--- config.mk ---
export PLATFORM = sky130hd
export DESIGN_NAME = simd_exp_adder
export DESIGN_NICKNAME = d
export VERILOG_FILES = /design/src/rtl/fpexp_pkg.sv /design/src/rtl/exp_lcg.sv /design/src/rtl/exp_operand_prep.sv /design/src/rtl/split_cla.sv /design/src/rtl/simd_exp_adder.sv
export SDC_FILE = /design/constraint.sdc
export NUM_CORES = 1
export LEC_CHECK = 0
export CAP_MARGIN = 20
export CORE_UTILIZATION = 45
export DETAILED_ROUTE_END_ITERATION = 10
export DONT_BUFFER_PORTS = 1
export GPL_TIMING_DRIVEN = 0
export HOLD_SLACK_MARGIN = 0.12
export SLEW_MARGIN = 10
export SYNTH_ARGS = -nofsm -noshare
export SYNTH_HDL_FRONTEND = slang
export SYNTH_SLANG_ARGS = --single-unit
--- constraint.sdc ---
create_clock -name clk -period 5.9 [get_ports clk]
set_clock_uncertainty 0.15 [all_clocks]
set_input_delay 1.18 -clock clk [delete_from_list [all_inputs] [get_ports clk]]
set_output_delay 1.18 -clock clk [all_outputs]
set_load 0.02 [all_outputs]
--- src/rtl/fpexp_pkg.sv ---
`timescale 1ns/1ps
// Shared geometry of the packed operands and the split exponent adder.
// Assumes double fields of 11 bits and single fields of 8 bits.
package fpexp_pkg;
    localparam int OPW       = 64;  // packed operand width
    localparam int ADW       = 16;  // split adder width
    localparam int LANEW     = 8;   // single lane width, also the split point
    localparam int DEXPW     = 11;  // double exponent width
    localparam int GRPW      = 4;   // first-level lookahead group width
    localparam int D_LSB     = 52;  // double exponent field lsb
    localparam int SH_LSB    = 55;  // high single exponent field lsb
    localparam int SL_LSB    = 23;  // low single exponent field lsb
    localparam int DBIAS     = 1023;
    localparam int SBIAS     = 127;
endpackage

--- src/rtl/exp_lcg.sv ---
`timescale 1ns/1ps
// Lookahead carry group: from per-position generate/propagate and a
// carry-in it gives the carry into each position plus group G/P.
// Used for both levels of the adder; no state.
module exp_lcg #(
    parameter int W = 4
) (
    input  logic [W-1:0] g,
    input  logic [W-1:0] p,
    input  logic         cin,
    output logic [W-1:0] c,
    output logic         gg,
    output logic         gp
);
    // Carries inside the group and the group generate/propagate terms.
    always_comb begin
        logic run;
        run = cin;
        for (int i = 0; i < W; i++) begin
            c[i] = run;
            run  = g[i] | (p[i] & run);
        end
        gg = 1'b0;
        gp = 1'b1;
        for (int i = 0; i < W; i++) begin
            gg = g[i] | (p[i] & gg);
            gp = gp & p[i];
        end
    end
endmodule

--- src/rtl/exp_operand_prep.sv ---
`timescale 1ns/1ps
// Places the exponent fields and the negated bias on the adder columns,
// then reduces the three words to two with a carry-save row.
// In single mode the majority bit out of the low lane is not shifted
// into the high lane; it is reported as the low lane's dropped weight.
module exp_operand_prep
    import fpexp_pkg::*;
#(
    parameter int AW = ADW,
    parameter int LW = LANEW,
    parameter int DW = DEXPW
) (
    input  logic          dbl,
    input  logic [DW-1:0] a_d,
    input  logic [DW-1:0] b_d,
    input  logic [LW-1:0] a_h,
    input  logic [LW-1:0] b_h,
    input  logic [LW-1:0] a_l,
    input  logic [LW-1:0] b_l,
    output logic [AW-1:0] s_w,
    output logic [AW-1:0] c_w,
    output logic          drop_lo,
    output logic          drop_hi
);
    localparam logic [AW-1:0] D_NEG = AW'(-DBIAS);
    localparam logic [LW-1:0] S_NEG = LW'(-SBIAS);

    logic [AW-1:0] x, y, z, maj;

    // Column placement of both exponents and the bias for the active mode.
    always_comb begin
        if (dbl) begin
            x = AW'(a_d);
            y = AW'(b_d);
            z = D_NEG;
        end else begin
            x = {a_h, a_l};
            y = {b_h, b_l};
            z = {S_NEG, S_NEG};
        end
    end

    // 3:2 reduction; the lane boundary blocks the shifted majority bit.
    always_comb begin
        s_w = x ^ y ^ z;
        maj = (x & y) | (x & z) | (y & z);
        c_w = {maj[AW-2:0], 1'b0};
        c_w[LW] = maj[LW-1] & dbl;
        drop_lo = maj[LW-1] & ~dbl;
        drop_hi = maj[AW-1];
    end
endmodule

--- src/rtl/split_cla.sv ---
`timescale 1ns/1ps
// Two-level carry-lookahead adder that the mode bit can cut at SPLIT.
// With dbl low the propagate at SPLIT and the carry used in its sum
// are forced to zero, giving two independent lanes.
module split_cla #(
    parameter int AW    = 16,
    parameter int GW    = 4,
    parameter int SPLIT = 8
) (
    input  logic          dbl,
    input  logic [AW-1:0] a,
    input  logic [AW-1:0] b,
    input  logic          cin,
    output logic [AW-1:0] sum,
    output logic          c_split,
    output logic          cout
);
    localparam int NG = AW / GW;

    logic [AW-1:0] g, h, p, c, cm;
    logic [NG-1:0] grp_g, grp_p, grp_c;
    logic          top_g, top_p;

    // Bit generate, half sum, and propagate with the lane cut applied.
    always_comb begin
        g = a & b;
        h = a ^ b;
        p = h;
        p[SPLIT] = h[SPLIT] & dbl;
    end

    for (genvar gi = 0; gi < NG; gi++) begin : g_lvl1
        exp_lcg #(.W(GW)) u_grp (
            .g   (g[gi*GW +: GW]),
            .p   (p[gi*GW +: GW]),
            .cin (grp_c[gi]),
            .c   (c[gi*GW +: GW]),
            .gg  (grp_g[gi]),
            .gp  (grp_p[gi])
        );
    end

    exp_lcg #(.W(NG)) u_lvl2 (
        .g   (grp_g),
        .p   (grp_p),
        .cin (cin),
        .c   (grp_c),
        .gg  (top_g),
        .gp  (top_p)
    );

    // Sum bits; the carry into the split column counts only in wide mode.
    always_comb begin
        cm = c;
        cm[SPLIT] = c[SPLIT] & dbl;
        sum = h ^ cm;
        c_split = c[SPLIT];
        cout = top_g | (top_p & cin);
    end
endmodule

--- src/rtl/simd_exp_adder.sv ---
`timescale 1ns/1ps
// Product exponent adder for a multiplier with one double lane or two
// single lanes. Picks fields, adds the negated bias by carry-save, sums
// on the split adder and registers result, wrap counts, mode and valid.
// Assumes inputs are known whenever in_valid is high.
module simd_exp_adder
    import fpexp_pkg::*;
(
    input  logic            clk,
    input  logic            rst_n,
    input  logic            in_valid,
    input  logic            dbl_mode,
    input  logic [OPW-1:0]  op_a,
    input  logic [OPW-1:0]  op_b,
    output logic            out_valid,
    output logic            out_dbl,
    output logic [ADW-1:0]  res_exp,
    output logic [1:0]      wrap_lo,
    output logic [1:0]      wrap_hi
);
    logic [ADW-1:0] s_w, c_w, sum;
    logic           drop_lo, drop_hi, c_split, cout;
    logic [1:0]     wlo_n, whi_n;
    logic           unused_bits;

    assign unused_bits = ^{op_a[OPW-1], op_a[D_LSB-1:SL_LSB+LANEW], op_a[SL_LSB-1:0],
                           op_b[OPW-1], op_b[D_LSB-1:SL_LSB+LANEW], op_b[SL_LSB-1:0]};

    exp_operand_prep #(.AW(ADW), .LW(LANEW), .DW(DEXPW)) u_prep (
        .dbl     (dbl_mode),
        .a_d     (op_a[D_LSB +: DEXPW]),
        .b_d     (op_b[D_LSB +: DEXPW]),
        .a_h     (op_a[SH_LSB +: LANEW]),
        .b_h     (op_b[SH_LSB +: LANEW]),
        .a_l     (op_a[SL_LSB +: LANEW]),
        .b_l     (op_b[SL_LSB +: LANEW]),
        .s_w     (s_w),
        .c_w     (c_w),
        .drop_lo (drop_lo),
        .drop_hi (drop_hi)
    );

    split_cla #(.AW(ADW), .GW(GRPW), .SPLIT(LANEW)) u_cla (
        .dbl     (dbl_mode),
        .a       (s_w),
        .b       (c_w),
        .cin     (1'b0),
        .sum     (sum),
        .c_split (c_split),
        .cout    (cout)
    );

    // Wrap counts: adder carry-out plus the weight the carry-save row dropped.
    always_comb begin
        wlo_n = dbl_mode ? 2'd0 : ({1'b0, c_split} + {1'b0, drop_lo});
        whi_n = {1'b0, cout} + {1'b0, drop_hi};
    end

    // Output stage: valid every cycle, data only on accepted inputs.
    always_ff @(posedge clk) begin
        if (!rst_n) begin
            out_valid <= 1'b0;
            out_dbl   <= 1'b0;
            res_exp   <= '0;
            wrap_lo   <= 2'd0;
            wrap_hi   <= 2'd0;
        end else begin
            out_valid <= in_valid;
            if (in_valid) begin
                out_dbl <= dbl_mode;
                res_exp <= sum;
                wrap_lo <= wlo_n;
                wrap_hi <= whi_n;
            end
        end
    end
endmodule

Word level (Yosys, flattened, before mapping)
Cells that the tools add are included.
{"block": "word_totals", "ff_bits": 22, "latchBits": 0, "ramBits": 0, "mem_bits_ro": 0, "output_inout_bits": 22, "mem_count": 0}
{"block": "op_classes", "n_addsub": 2, "multipliers": 0, "div": 0, "order_cmp": 0, "n_eq_ne": 0, "shifts": 0, "n_mux": 4, "n_bitwise": 72, "reduce_logical": 0}
{"operator": "16-bit AND", "count": 4}
{"operator": "16-bit bitwise XOR", "count": 4}
{"operator": "1-bit AND", "count": 37}
{"operator": "16-bit 2-to-1 mux", "count": 2}
{"operator": "16-bit bitwise OR", "count": 2}
{"operator": "1-bit bitwise OR", "count": 24}
{"operator": "15-bit 2-to-1 mux", "count": 1}
{"operator": "1-bit by 1-bit adder with 2-bit output", "count": 2}
{"operator": "2-bit 2-to-1 mux", "count": 1}
{"operator": "1-bit inverter", "count": 1}

Depth between registers and ports, before layout
Gate-level depths: netlist of run 1.
{"block": "depth", "ltp_word": 23, "ltp_mapped": 18}

Cells and area by module
A second synthesis of run 1 with hierarchy kept.
{"block": "unflattened", "hier_cells": 239, "area_unflattened_um2": 2290.9}
{"mod": "simd_exp_adder", "instances": 1, "cells_per_inst": 75, "area_per_inst_um2": 879.6}
{"mod": "exp_operand_prep", "instances": 1, "cells_per_inst": 74, "area_per_inst_um2": 726.9}
{"mod": "split_cla", "instances": 1, "cells_per_inst": 35, "area_per_inst_um2": 359.1}
{"mod": "exp_lcg", "instances": 5, "cells_per_inst": 11, "area_per_inst_um2": 65.1}

Least setup slack after synthesis of run 1
Ideal clock, no wire load.
{"block": "synth_timing", "kind": "in2reg", "startpoint": "in dbl_mode", "endpoint": "reg res_exp[15]", "arrival_time_ps": 4975, "slack_ps": 659, "stages": 17, "n_path_buf": 2, "path_cell_list": "buf_4 -> buf_2 -> mux2_2 -> ha_1 -> ha_1 -> fa_1 -> fa_1 -> nand4_2 -> a31oi_4 -> nand2_1 -> o21ai_0 -> fa_1 -> fa_1 -> fa_1 -> xnor2_1 -> nand2_1 -> o211a_1"}
{"block": "synth_between", "elab_chain_cells": 22, "elab_cells_between_ends": 49, "cone_classes": "3 x mux; 46 x bitwise"}
{"item": "start: declaration", "line": "simd_exp_adder.sv:12", "text": "input logic dbl_mode,"}
{"item": "16-bit 2-to-1 mux", "line": "exp_operand_prep.sv:32", "text": "if (dbl) begin"}
{"item": "16-bit AND", "line": "exp_operand_prep.sv:46", "text": "maj = (x & y) | (x & z) | (y & z);"}
{"item": "16-bit bitwise OR (2 in a row)", "line": "exp_operand_prep.sv:46"}
{"item": "16-bit bitwise XOR", "line": "split_cla.sv:27", "text": "h = a ^ b;"}
{"item": "1-bit AND", "line": "exp_lcg.sv:26", "text": "gg = g[i] | (p[i] & gg);"}
{"item": "1-bit bitwise OR", "line": "exp_lcg.sv:26"}
{"item": "1-bit AND", "line": "exp_lcg.sv:26"}
{"item": "1-bit bitwise OR", "line": "exp_lcg.sv:26"}
{"item": "[5 not listed]"}
{"item": "1-bit bitwise OR", "line": "exp_lcg.sv:21", "text": "run = g[i] | (p[i] & run);"}
{"item": "1-bit AND", "line": "exp_lcg.sv:21"}
{"item": "1-bit bitwise OR", "line": "exp_lcg.sv:21"}
{"item": "1-bit AND", "line": "exp_lcg.sv:21"}
{"item": "1-bit bitwise OR", "line": "exp_lcg.sv:21"}
{"item": "1-bit AND", "line": "exp_lcg.sv:21"}
{"item": "1-bit bitwise OR", "line": "exp_lcg.sv:21"}
{"item": "16-bit bitwise XOR (*)", "line": "split_cla.sv:56", "text": "sum = h ^ cm;"}
{"item": "end signal: assignment", "line": "simd_exp_adder.sv:71", "text": "res_exp <= sum;"}
{"item": "end: declaration", "line": "simd_exp_adder.sv:17", "text": "output logic [ADW-1:0] res_exp,"}
Mark *: on every way between the ends. The rest lies on a longest branch, timed or not.
A chain may end at the register's enable or synchronous reset.

Worst setup path in the final report of run 1
Ends and elaborated chain as after synthesis.

==> out/metrics.yaml, run 1 <==
placed_area_sq_um: 2100
syn_nets: 372
status: "finished clean"
tns_ns: 0
grt_pass1_vias: 1446
portBuffers: 0
synthArstFlopShare_pct: 0
total_power_uw: 521
cp-start-kind: "input port"
syn_area_sq_um: 2030
htree_levels: 1
clock_sinks: 22
wl_met1_um: 1760
criticalPathCategory: "in -> reg"
layout-drive-gt1-share_pct: 16.3
wl_per_cell_um: 15.7
die_area_sq_um: 4790
top_layer_used: "met4"
vdd_drop_max_mv: 0.138
dr_total_vias: 1349
area_growth_pct: 5.91
ys.flop_type: "dfxtp_1"
antenna_cells: 0
clockBufferDepth: 2
cts_resized: 0
first_pass_iters: 4
vias_per_cell: 5.29
p_per_area_nw_per_um2: 242
period_needed_ns: 5.35
drt_iter0_drc: 23
clk_latency_ns: 0.25
grt_usage_pct: 17.6
syn_avg_cell_area_sq_um: 10.2
hold_class: "reg -> reg"
fin_crit_sh_pct: 90.7
grt_max_degree: 15
coreArea_sq_um: 4350
ioPinCount: 154
antenna_found_initial: 0
timing.fmax_mhz: 187
grt_pass1_wl_um: 6720
cp_max_fo: 10
root_buffer: "clkbuf_8"
dp_hpwl_um: 3510
cts_tree: "done"
postRouteAntennaNets: 0
crit_arrival_ns: 5.35
worst_setup_path_end_kind: "register"
die_h_um: 69.2
dp_slack_ns: 0.258
drc_errors: 0
clk_pin_slew_worst_paths_ns: 0.07
hold_viol: 0
wl_met3_um: 324
cts_buffers: 3
wirelength_um: 4010
path_cells: "buf_4 > buf_2 > mux2_2 > ha_1 > ha_1 > fa_1 > fa_1 > nand4_2 > a31oi_4 > nand2_1 > o21ai_0 > fa_1 > fa_1 > fa_1 > xnor2_1 > nand2_1 > o211a_1"
die_w_um: 69.2
gp_congestion: 0.800
max_stage_delay_ns: 0.43
cts-hold-fix-buffers: 0
design_area_sq_um: 2150
p_leak_uw: 0.00106
cp.required_ns: 5.90
maxSlewHeadroom_pct: 74.3
std_cell_rows: 24
synth-seq-cells: 22
setup_viol: 0
synth_cell_type_count: 27
critPathMostFrequentCell: "fa_1"
cap_violations: 0
critPathSlowestCell: "fa_1"
syn_inst: 199
rsz0062_at_grt: "no"
synth_edf_count: 0
layout_setup_ws_ns: 0.551
ys_warn_count: 0
postCtsSetupBuffers: 0
worst_pin_slew_ns: 0.386
grt_overflow: 0
layout.nets: 377
synth_seq_area_share_pct: 21.7
start_util_pct: 46.6
drv_slew: 0
met2_length_um: 1920
==> where the power goes <==
group          switching [uW]  internal (uW)  leakage (uW)
logic                     107           99.8      0.000845
registers                39.5            170      0.000182
clock network            45.2           59.4     0.0000288
total                     192            329       0.00106
==> metrics by stage <==
step | util (%) | hold WS, ns | instances
floorplan | - | 0.439 | 199
global placement | 48.1 | 0.456 | 251
detailed placement | 48.1 | 0.465 | 251
CTS | 49.4 | 0.476 | 255
global route | 49.4 | 0.498 | 255
finish | 49.4 | 0.471 | 255
==> cell families after synthesis <==
kind of cell	Yosys count	share of synthesized area [%]
and+or+nand+nor	46	12.3
adders and majority gates	41	31.5
muxes	35	18.4
buffers and inverters	30	6.22
DFF	22	21.7
AOI/OAI and AO/OA	21	8.19
xor gates and xnor gates	4	1.73
==> state kept, by name (all words and copies together) (netlist names) <==
signal and flops:
wrap_lo 2, wrap_hi 2, out_dbl 1, out_valid 1, res_exp 16
==> critical path, delay by kind of cell <==
kind / cells / cell delay [ns]
fa+ha+maj: 7 / 2.49
compound gates: 3 / 0.37
buf+inv: 2 / 0.42
mux: 1 / 0.36
xor+xnor: 1 / 0.19
simple gates: 3 / 0.33
==> cell usage after synthesis, types with 2 or more instances <==
cell type / number / area [sq um]
xnor2_1: 4 / 35.0
mux2_2: 18 / 203
o21ai_0: 3 / 15.0
a21o_1: 5 / 37.5
dfxtp_1: 22 / 440
o211a_1: 5 / 50.1
ha_1: 24 / 300
a21oi_1: 5 / 25.0
and2_1: 2 / 12.5
buf_4: 2 / 15.0
nor2b_1: 20 / 125
mux2i_1: 17 / 170
nor2_1: 2 / 7.51
buf_2: 5 / 25.0
nand2_1: 16 / 60.1
clkbuf_1: 2 / 7.51
fa_1: 17 / 340
inv_1: 21 / 78.8
==> cell usage in the layout (no fill, tap or decap) <==
cell type,n
nand2_2,1
mux2i_1,17
o21ai_0,3
o21ai_2,1
xnor2_1,4
a311oi_1,1
a31oi_4,1
o211a_1,5
dfxtp_1,22
nand4_1,1
fa_1,17
a21oi_1,5
a21o_1,5
nand2_1,16
nand3_1,1
buf_2,5
clkbuf_1,2
nor2b_1,20
clkbuf_8,4
nor2_1,2
nand3b_1,1
ha_1,24
inv_1,21
buf_4,2
nand2b_1,1
mux2_2,18
nand4_2,1
and2_1,2
==> area by class of cell <==
| cell class | instances | area (sq um) |
|---|---|---|
| buffer | 9 | 47.5 |
| clock buffer | 4 | 55.1 |
| fill | 398 | 2200 |
| inverter | 21 | 78.8 |
| multi-input combinational | 147 | 1460 |
| sequential | 22 | 440 |
| tap | 52 | 65.1 |
==> routing by layer <==
metal | global-route usage (%) | vias up
met4 | 2.04 | 0
met3 | 6.98 | 2
met5 | 0 | -
met1 | 21.7 | 629
li1 | - | 674
met2 | 29.7 | 44
==> worst paths after layout <==
kind,slack (ns),endpoint,cells past startpoint,from
min reg2reg,0.47,res_exp[12]$_SDFFE_PN0P_,2,res_exp[12]$_SDFFE_PN0P_
max,0.55,res_exp[15]$_SDFFE_PN0P_,17,dbl_mode
min,0.47,res_exp[12]$_SDFFE_PN0P_,2,res_exp[12]$_SDFFE_PN0P_
max reg2reg,4.89,wrap_lo[0]$_SDFFE_PN0P_,3,wrap_lo[0]$_SDFFE_PN0P_
(Power assumes the default switching activity.)
==> inputs of run 2 (changes only) <==
- CORE_MARGIN: unset -> 4
- GPL_ROUTABILITY_DRIVEN: unset -> 0
==> out/metrics.yaml, run 2 (same netlist as run 1, synthesis figures left out) <==
coreArea_sq_um: 4350  # unchanged
clk_latency_ns: 0.26  # was 0.25 ns
antenna_cells: 0  # unchanged
layout_common_cells: "ha_1, dfxtp_1, inv_1"  # unchanged
clockBufferDepth: 2  # unchanged
antenna_found_initial: 0  # unchanged
drt_iter0_drc: 41  # was 23
grt_pass1_vias: 1492  # was 1446
grt_usage_pct: 15.5  # was 17.6%
drv_slew: 0  # unchanged
grt_overflow: 0  # unchanged
cts-hold-fix-buffers: 0  # unchanged
layout-drive-gt1-share_pct: 16.3  # unchanged
cts_buffers: 3  # unchanged
cp-start-kind: "input port"  # unchanged
std_cell_rows: 24  # unchanged
whs_ns: 0.471  # about the same
clock_sinks: 22  # unchanged
p_per_area_nw_per_um2: 244  # was 242 nW/um^2
die_h_um: 75.2  # was 69.2 um
fin_crit_sh_pct: 90.8  # was 90.7%
design_area_sq_um: 2150  # unchanged
wl_per_cell_um: 16.5  # was 15.7 um
crit_arrival_ns: 5.37  # was 5.35 ns
placed_area_sq_um: 2100  # unchanged
first_pass_iters: 4  # unchanged
htree_levels: 1  # unchanged
dp_slack_ns: 0.238  # was 0.258 ns
hold_class: "reg -> reg"  # unchanged
cp.required_ns: 5.91  # was 5.90 ns
crit_start: "dbl_mode"  # unchanged
setup_viol: 0  # unchanged
cp_max_fo: 10  # unchanged
hold_viol: 0  # unchanged
cap_violations: 0  # unchanged
criticalPathCategory: "in -> reg"  # unchanged
vias_per_cell: 5.41  # was 5.29
worst_pin_slew_ns: 0.383  # was 0.386 ns
total_power_uw: 524  # was 521 uW
worst_setup_path_end_kind: "register"  # unchanged
max_stage_delay_ns: 0.42  # was 0.43 ns
top_register: "res_exp"  # unchanged
postCtsSetupBuffers: 0  # unchanged
status: "finished clean"  # unchanged
power.share.sequential_pct: 40.1  # was 40.2%
postRouteAntennaNets: 0  # unchanged
p_leak_uw: 0.00106  # unchanged
portBuffers: 0  # unchanged
layout.nets: 377  # unchanged
clk_pin_slew_worst_paths_ns: 0.07  # about the same
start_util_pct: 46.6  # unchanged
layout_setup_ws_ns: 0.540  # was 0.551 ns
drc_errors: 0  # unchanged
cts_tree: "done"  # unchanged
combinationalPowerShare_pct: 39.7  # about the same
internal_power_uw: 329  # about the same
die_w_um: 75.2  # was 69.2 um
cts_resized: 0  # unchanged
critPathSlowestCell: "fa_1"  # unchanged
p_sw_uw: 195  # was 192 uW
maxSlewHeadroom_pct: 74.5  # was 74.3%
dp_hpwl_um: 3730  # was 3510 um
area_growth_pct: 5.91  # unchanged
vdd_drop_max_mv: 0.129  # was 0.138 mV
critPathMostFrequentCell: "fa_1"  # unchanged
die_area_sq_um: 5650  # was 4790 sq um
rsz0062_at_grt: "no"  # unchanged
dr_total_vias: 1379  # was 1349
holdCritStartpoint: "res_exp[12]$_SDFFE_PN0P_"  # unchanged
period_needed_ns: 5.36  # was 5.35 ns
grt_max_degree: 15  # unchanged
swShare_pct: 37.2  # was 36.8%
path_cells: "buf_4 > buf_2 > mux2_2 > ha_1 > ha_1 > fa_1 > fa_1 > nand4_2 > a31oi_4 > nand2_1 > o21ai_0 > fa_1 > fa_1 > fa_1 > xnor2_1 > nand2_1 > o211a_1"  # unchanged
wirelength_um: 4220  # was 4010 um
timing.fmax_mhz: 187  # about the same
clkPwrFrac_pct: 20.2  # was 20.1%
reg2reg_from: "wrap_lo[1]$_SDFFE_PN0P_"  # was wrap_lo[0]$_SDFFE_PN0P_
largest_register_ffs: 16  # unchanged
tns_ns: 0  # unchanged
top_regs: "res_exp x16, wrap_hi x2, wrap_lo x2"  # unchanged
root_buffer: "clkbuf_8"  # unchanged
ioPinCount: 154  # unchanged
final_common_cell: "ha_1"  # unchanged
grt_pass1_wl_um: 6750  # was 6720 um
run 2: routing by layer:
metal,track usage [%],share of wire [%],routed length [um],up-vias
met5,0,0,0,-
met4,1.94,0.69,29,0
met3,7.21,10,438,4
met2,25.3,48,2010,47
met1,19.5,41,1730,654
li1,-,-,-,674
run 2: through the flow:
stage | cells | util (%)
floorplan | 199 | -
global placement | 251 | 48.1
detailed placement | 251 | 48.1
CTS | 255 | 49.4
global route | 255 | 49.4
finish | 255 | 49.4
run 2: power by group through the flow:
| stage | Combinational [uW] | Clock, uW | Sequential, uW |
|---|---|---|---|
| detailed placement | 213 | 0 | 214 |
| floorplan | 165 | 0 | 208 |
| global route | 241 | 116 | 214 |
| global placement | 207 | 0 | 214 |
| finish | 208 | 106 | 210 |
| CTS | 214 | 109 | 210 |
run 2: cell type report:
cell class | count | area [sq um]
Clock buffer | 4 | 55.1
Buffer | 9 | 47.5
Sequential cell | 22 | 440
Fill cell | 394 | 2200
Multi-Input combinational cell | 147 | 1460
Tap cell | 52 | 65.1
Inverter | 21 | 78.8
run 2: path summary, 6_finish.rpt:
path,to,slack (ns),cells after the start
worst max-delay path,res_exp[15]$_SDFFE_PN0P_,0.54,17
worst min register to register,res_exp[12]$_SDFFE_PN0P_,0.47,2
worst max register to register,wrap_lo[1]$_SDFFE_PN0P_,4.91,3
worst min-delay path,res_exp[12]$_SDFFE_PN0P_,0.47,2
run 2: worst max-delay path: cells and delay by family:
kind / cells / cell delay, ns
AND/OR/NAND/NOR: 3 / 0.33
XOR/XNOR: 1 / 0.20
AO/OA/AOI/OAI: 3 / 0.37
multiplexers: 1 / 0.37
buffers and inverters: 2 / 0.42
adder cells (fa/ha/maj): 7 / 2.52
==> inputs of run 3 (changes only) <==
- GPL_ROUTABILITY_DRIVEN: 0 -> unset
- RECOVER_POWER: unset -> 25
==> out/metrics.yaml, run 3 (same netlist as run 1, synthesis figures left out) <==
status: "finished clean"  # unchanged
wirelength_um: 4220  # about the same
die_area_sq_um: 5650  # unchanged
hold_viol: 0  # unchanged
cp.buffers_inverters: 2  # unchanged
top_register: "res_exp"  # unchanged
antenna_cells: 0  # unchanged
ioPinCount: 154  # unchanged
wl_per_cell_um: 16.5  # about the same
setup_viol: 0  # unchanged
postRouteAntennaNets: 0  # unchanged
internal_power_uw: 329  # about the same
grt_overflow: 0  # unchanged
cap_violations: 0  # unchanged
dr_total_vias: 1381  # was 1379
portBuffers: 0  # unchanged
reg2reg_slack_ns: 4.91  # about the same
worst_pin_slew_ns: 0.601  # was 0.383 ns
dp_hpwl_um: 3730  # unchanged
p_leak_uw: 0.00105  # was 0.00106 uW
clockBufferDepth: 2  # unchanged
worst_setup_path_end_kind: "register"  # unchanged
cts_resized: 0  # unchanged
area_growth_pct: 5.79  # was 5.91%
clkPwrFrac_pct: 20.2  # about the same
htree_levels: 1  # unchanged
die_w_um: 75.2  # unchanged
layout-drive-gt1-share_pct: 15.3  # was 16.3%
power.share.sequential_pct: 40.1  # about the same
p_sw_uw: 195  # about the same
vias_per_cell: 5.42  # was 5.41
hold_class: "reg -> reg"  # unchanged
die_h_um: 75.2  # unchanged
timing.fmax_mhz: 186  # was 187 MHz
grt_pass1_wl_um: 6750  # unchanged
drv_slew: 0  # unchanged
clk_pin_slew_worst_paths_ns: 0.07  # about the same
antenna_found_initial: 0  # unchanged
critPathMostFrequentCell: "fa_1"  # unchanged
clock_sinks: 22  # unchanged
r2r_cells: 3  # unchanged
endpoint: "res_exp[15]$_SDFFE_PN0P_"  # unchanged
fin_cells: 255  # unchanged
postCtsSetupBuffers: 0  # unchanged
max_stage_delay_ns: 0.42  # about the same
top_regs: "res_exp x16, wrap_hi x2, wrap_lo x2"  # unchanged
cp_max_fo: 10  # unchanged
cts_tree: "done"  # unchanged
period_needed_ns: 5.38  # was 5.36 ns
first_pass_iters: 4  # unchanged
reg2reg_from: "wrap_lo[1]$_SDFFE_PN0P_"  # unchanged
cp-start-kind: "input port"  # unchanged
final_common_cell: "ha_1"  # unchanged
cts-hold-fix-buffers: 0  # unchanged
coreArea_sq_um: 4350  # unchanged
whs_ns: 0.472  # was 0.471 ns
layout.nets: 377  # unchanged
vdd_drop_max_mv: 0.129  # about the same
clk_latency_ns: 0.26  # about the same
path_cells: "buf_4 > buf_2 > mux2_2 > ha_1 > ha_1 > fa_1 > fa_1 > nand4_2 > a31oi_4 > nand2_1 > o21ai_0 > fa_1 > fa_1 > fa_1 > xnor2_1 > nand2_1 > o211a_1"  # unchanged
cp.required_ns: 5.91  # about the same
criticalPathCategory: "in -> reg"  # unchanged
grt_pass1_vias: 1492  # unchanged
grt_usage_pct: 15.5  # unchanged
std_cell_rows: 24  # unchanged
crit_start: "dbl_mode"  # unchanged
swShare_pct: 37.2  # about the same
rsz0062_at_grt: "no"  # unchanged
root_buffer: "clkbuf_8"  # unchanged
p_per_area_nw_per_um2: 244  # about the same
cts_buffers: 3  # unchanged
combinationalPowerShare_pct: 39.7  # about the same
reg2reg_to: "wrap_lo[1]$_SDFFE_PN0P_"  # unchanged
dpl.cell_count: 251  # unchanged
layout_common_cells: "ha_1, dfxtp_1, inv_1"  # unchanged
dp_slack_ns: 0.238  # unchanged
path_delay_family: "adder cells"  # unchanged
gp_congestion: 0.836
critPathSlowestCell: "fa_1"  # unchanged
path_depth: 17  # unchanged
start_util_pct: 46.6  # unchanged
crit_arrival_ns: 5.38  # was 5.37 ns
largest_register_ffs: 16  # unchanged
drt_iter0_drc: 41  # unchanged
grt_max_degree: 15  # unchanged
fin_crit_sh_pct: 91.1  # was 90.8%
tns_ns: 0  # unchanged
layout_setup_ws_ns: 0.524  # was 0.540 ns
drc_errors: 0  # unchanged
maxSlewHeadroom_pct: 59.9  # was 74.5%
[run 3: cell types whose count changed in the layout (fill, tap and decap cells not counted)]
cell | previous run | this run
buf_2 | 5 | 3
clkbuf_1 | 2 | 4
[run 3: per-layer routing]
| metal | part of all wire (%) | up-vias | track usage (%) |
|---|---|---|---|
| met2 | 48 | 47 | 25.3 |
| met5 | 0 | - | 0 |
| met1 | 41 | 655 | 19.5 |
| li1 | - | 675 | - |
| met4 | 0.69 | 0 | 1.94 |
| met3 | 10 | 4 | 7.21 |
[run 3: worst min path at each step]
stage	start	endpoint	slack, ns	cells after the start
CTS	res_exp[14]$_SDFFE_PN0P_	res_exp[14]$_SDFFE_PN0P_	0.48	2
floorplan	res_exp[1]$_SDFFE_PN0P_	res_exp[1]$_SDFFE_PN0P_	0.44	2
finish	res_exp[12]$_SDFFE_PN0P_	res_exp[12]$_SDFFE_PN0P_	0.47	2
detailed placement	wrap_hi[0]$_SDFFE_PN0P_	wrap_hi[0]$_SDFFE_PN0P_	0.47	2
global route	res_exp[0]$_SDFFE_PN0P_	res_exp[0]$_SDFFE_PN0P_	0.51	1
global placement	res_exp[10]$_SDFFE_PN0P_	res_exp[10]$_SDFFE_PN0P_	0.46	2
[run 3: final cells by class]
| cell class | instances | area [sq um] |
|---|---|---|
| Buffer | 9 | 45.0 |
| Clock buffer | 4 | 55.1 |
| Multi-Input combinational cell | 147 | 1460 |
| Tap cell | 52 | 65.1 |
| Sequential cell | 22 | 440 |
| Inverter | 21 | 78.8 |
| Fill cell | 394 | 2210 |
[run 3: stage by stage]
stage / utilization, % / instance area, sq um / power, uW
global route: 49.3 / 2150 / 570
finish: 49.3 / 2150 / 524
floorplan: - / 2030 / 373
detailed placement: 48.1 / 2100 / 427
global placement: 48.1 / 2100 / 421
CTS: 49.4 / 2150 / 533
[run 3: worst reg2reg max path, stage by stage, from the launching register on]
cell and delay [ns]:
dfxtp_1 0.38, nor2b_1 0.16, a21oi_1 0.14, nor2b_1 0.06
[run 3: power by group through the flow]
| stage | sequential, uW | clock [uW] | combinational (uW) |
|---|---|---|---|
| 3_5_place_dp | 214 | 0 | 213 |
| 2_1_floorplan | 208 | 0 | 165 |
| 3_3_place_gp | 214 | 0 | 207 |
| 5_1_grt | 214 | 116 | 241 |
| 4_1_cts | 210 | 109 | 214 |
| 6_report | 210 | 106 | 208 |
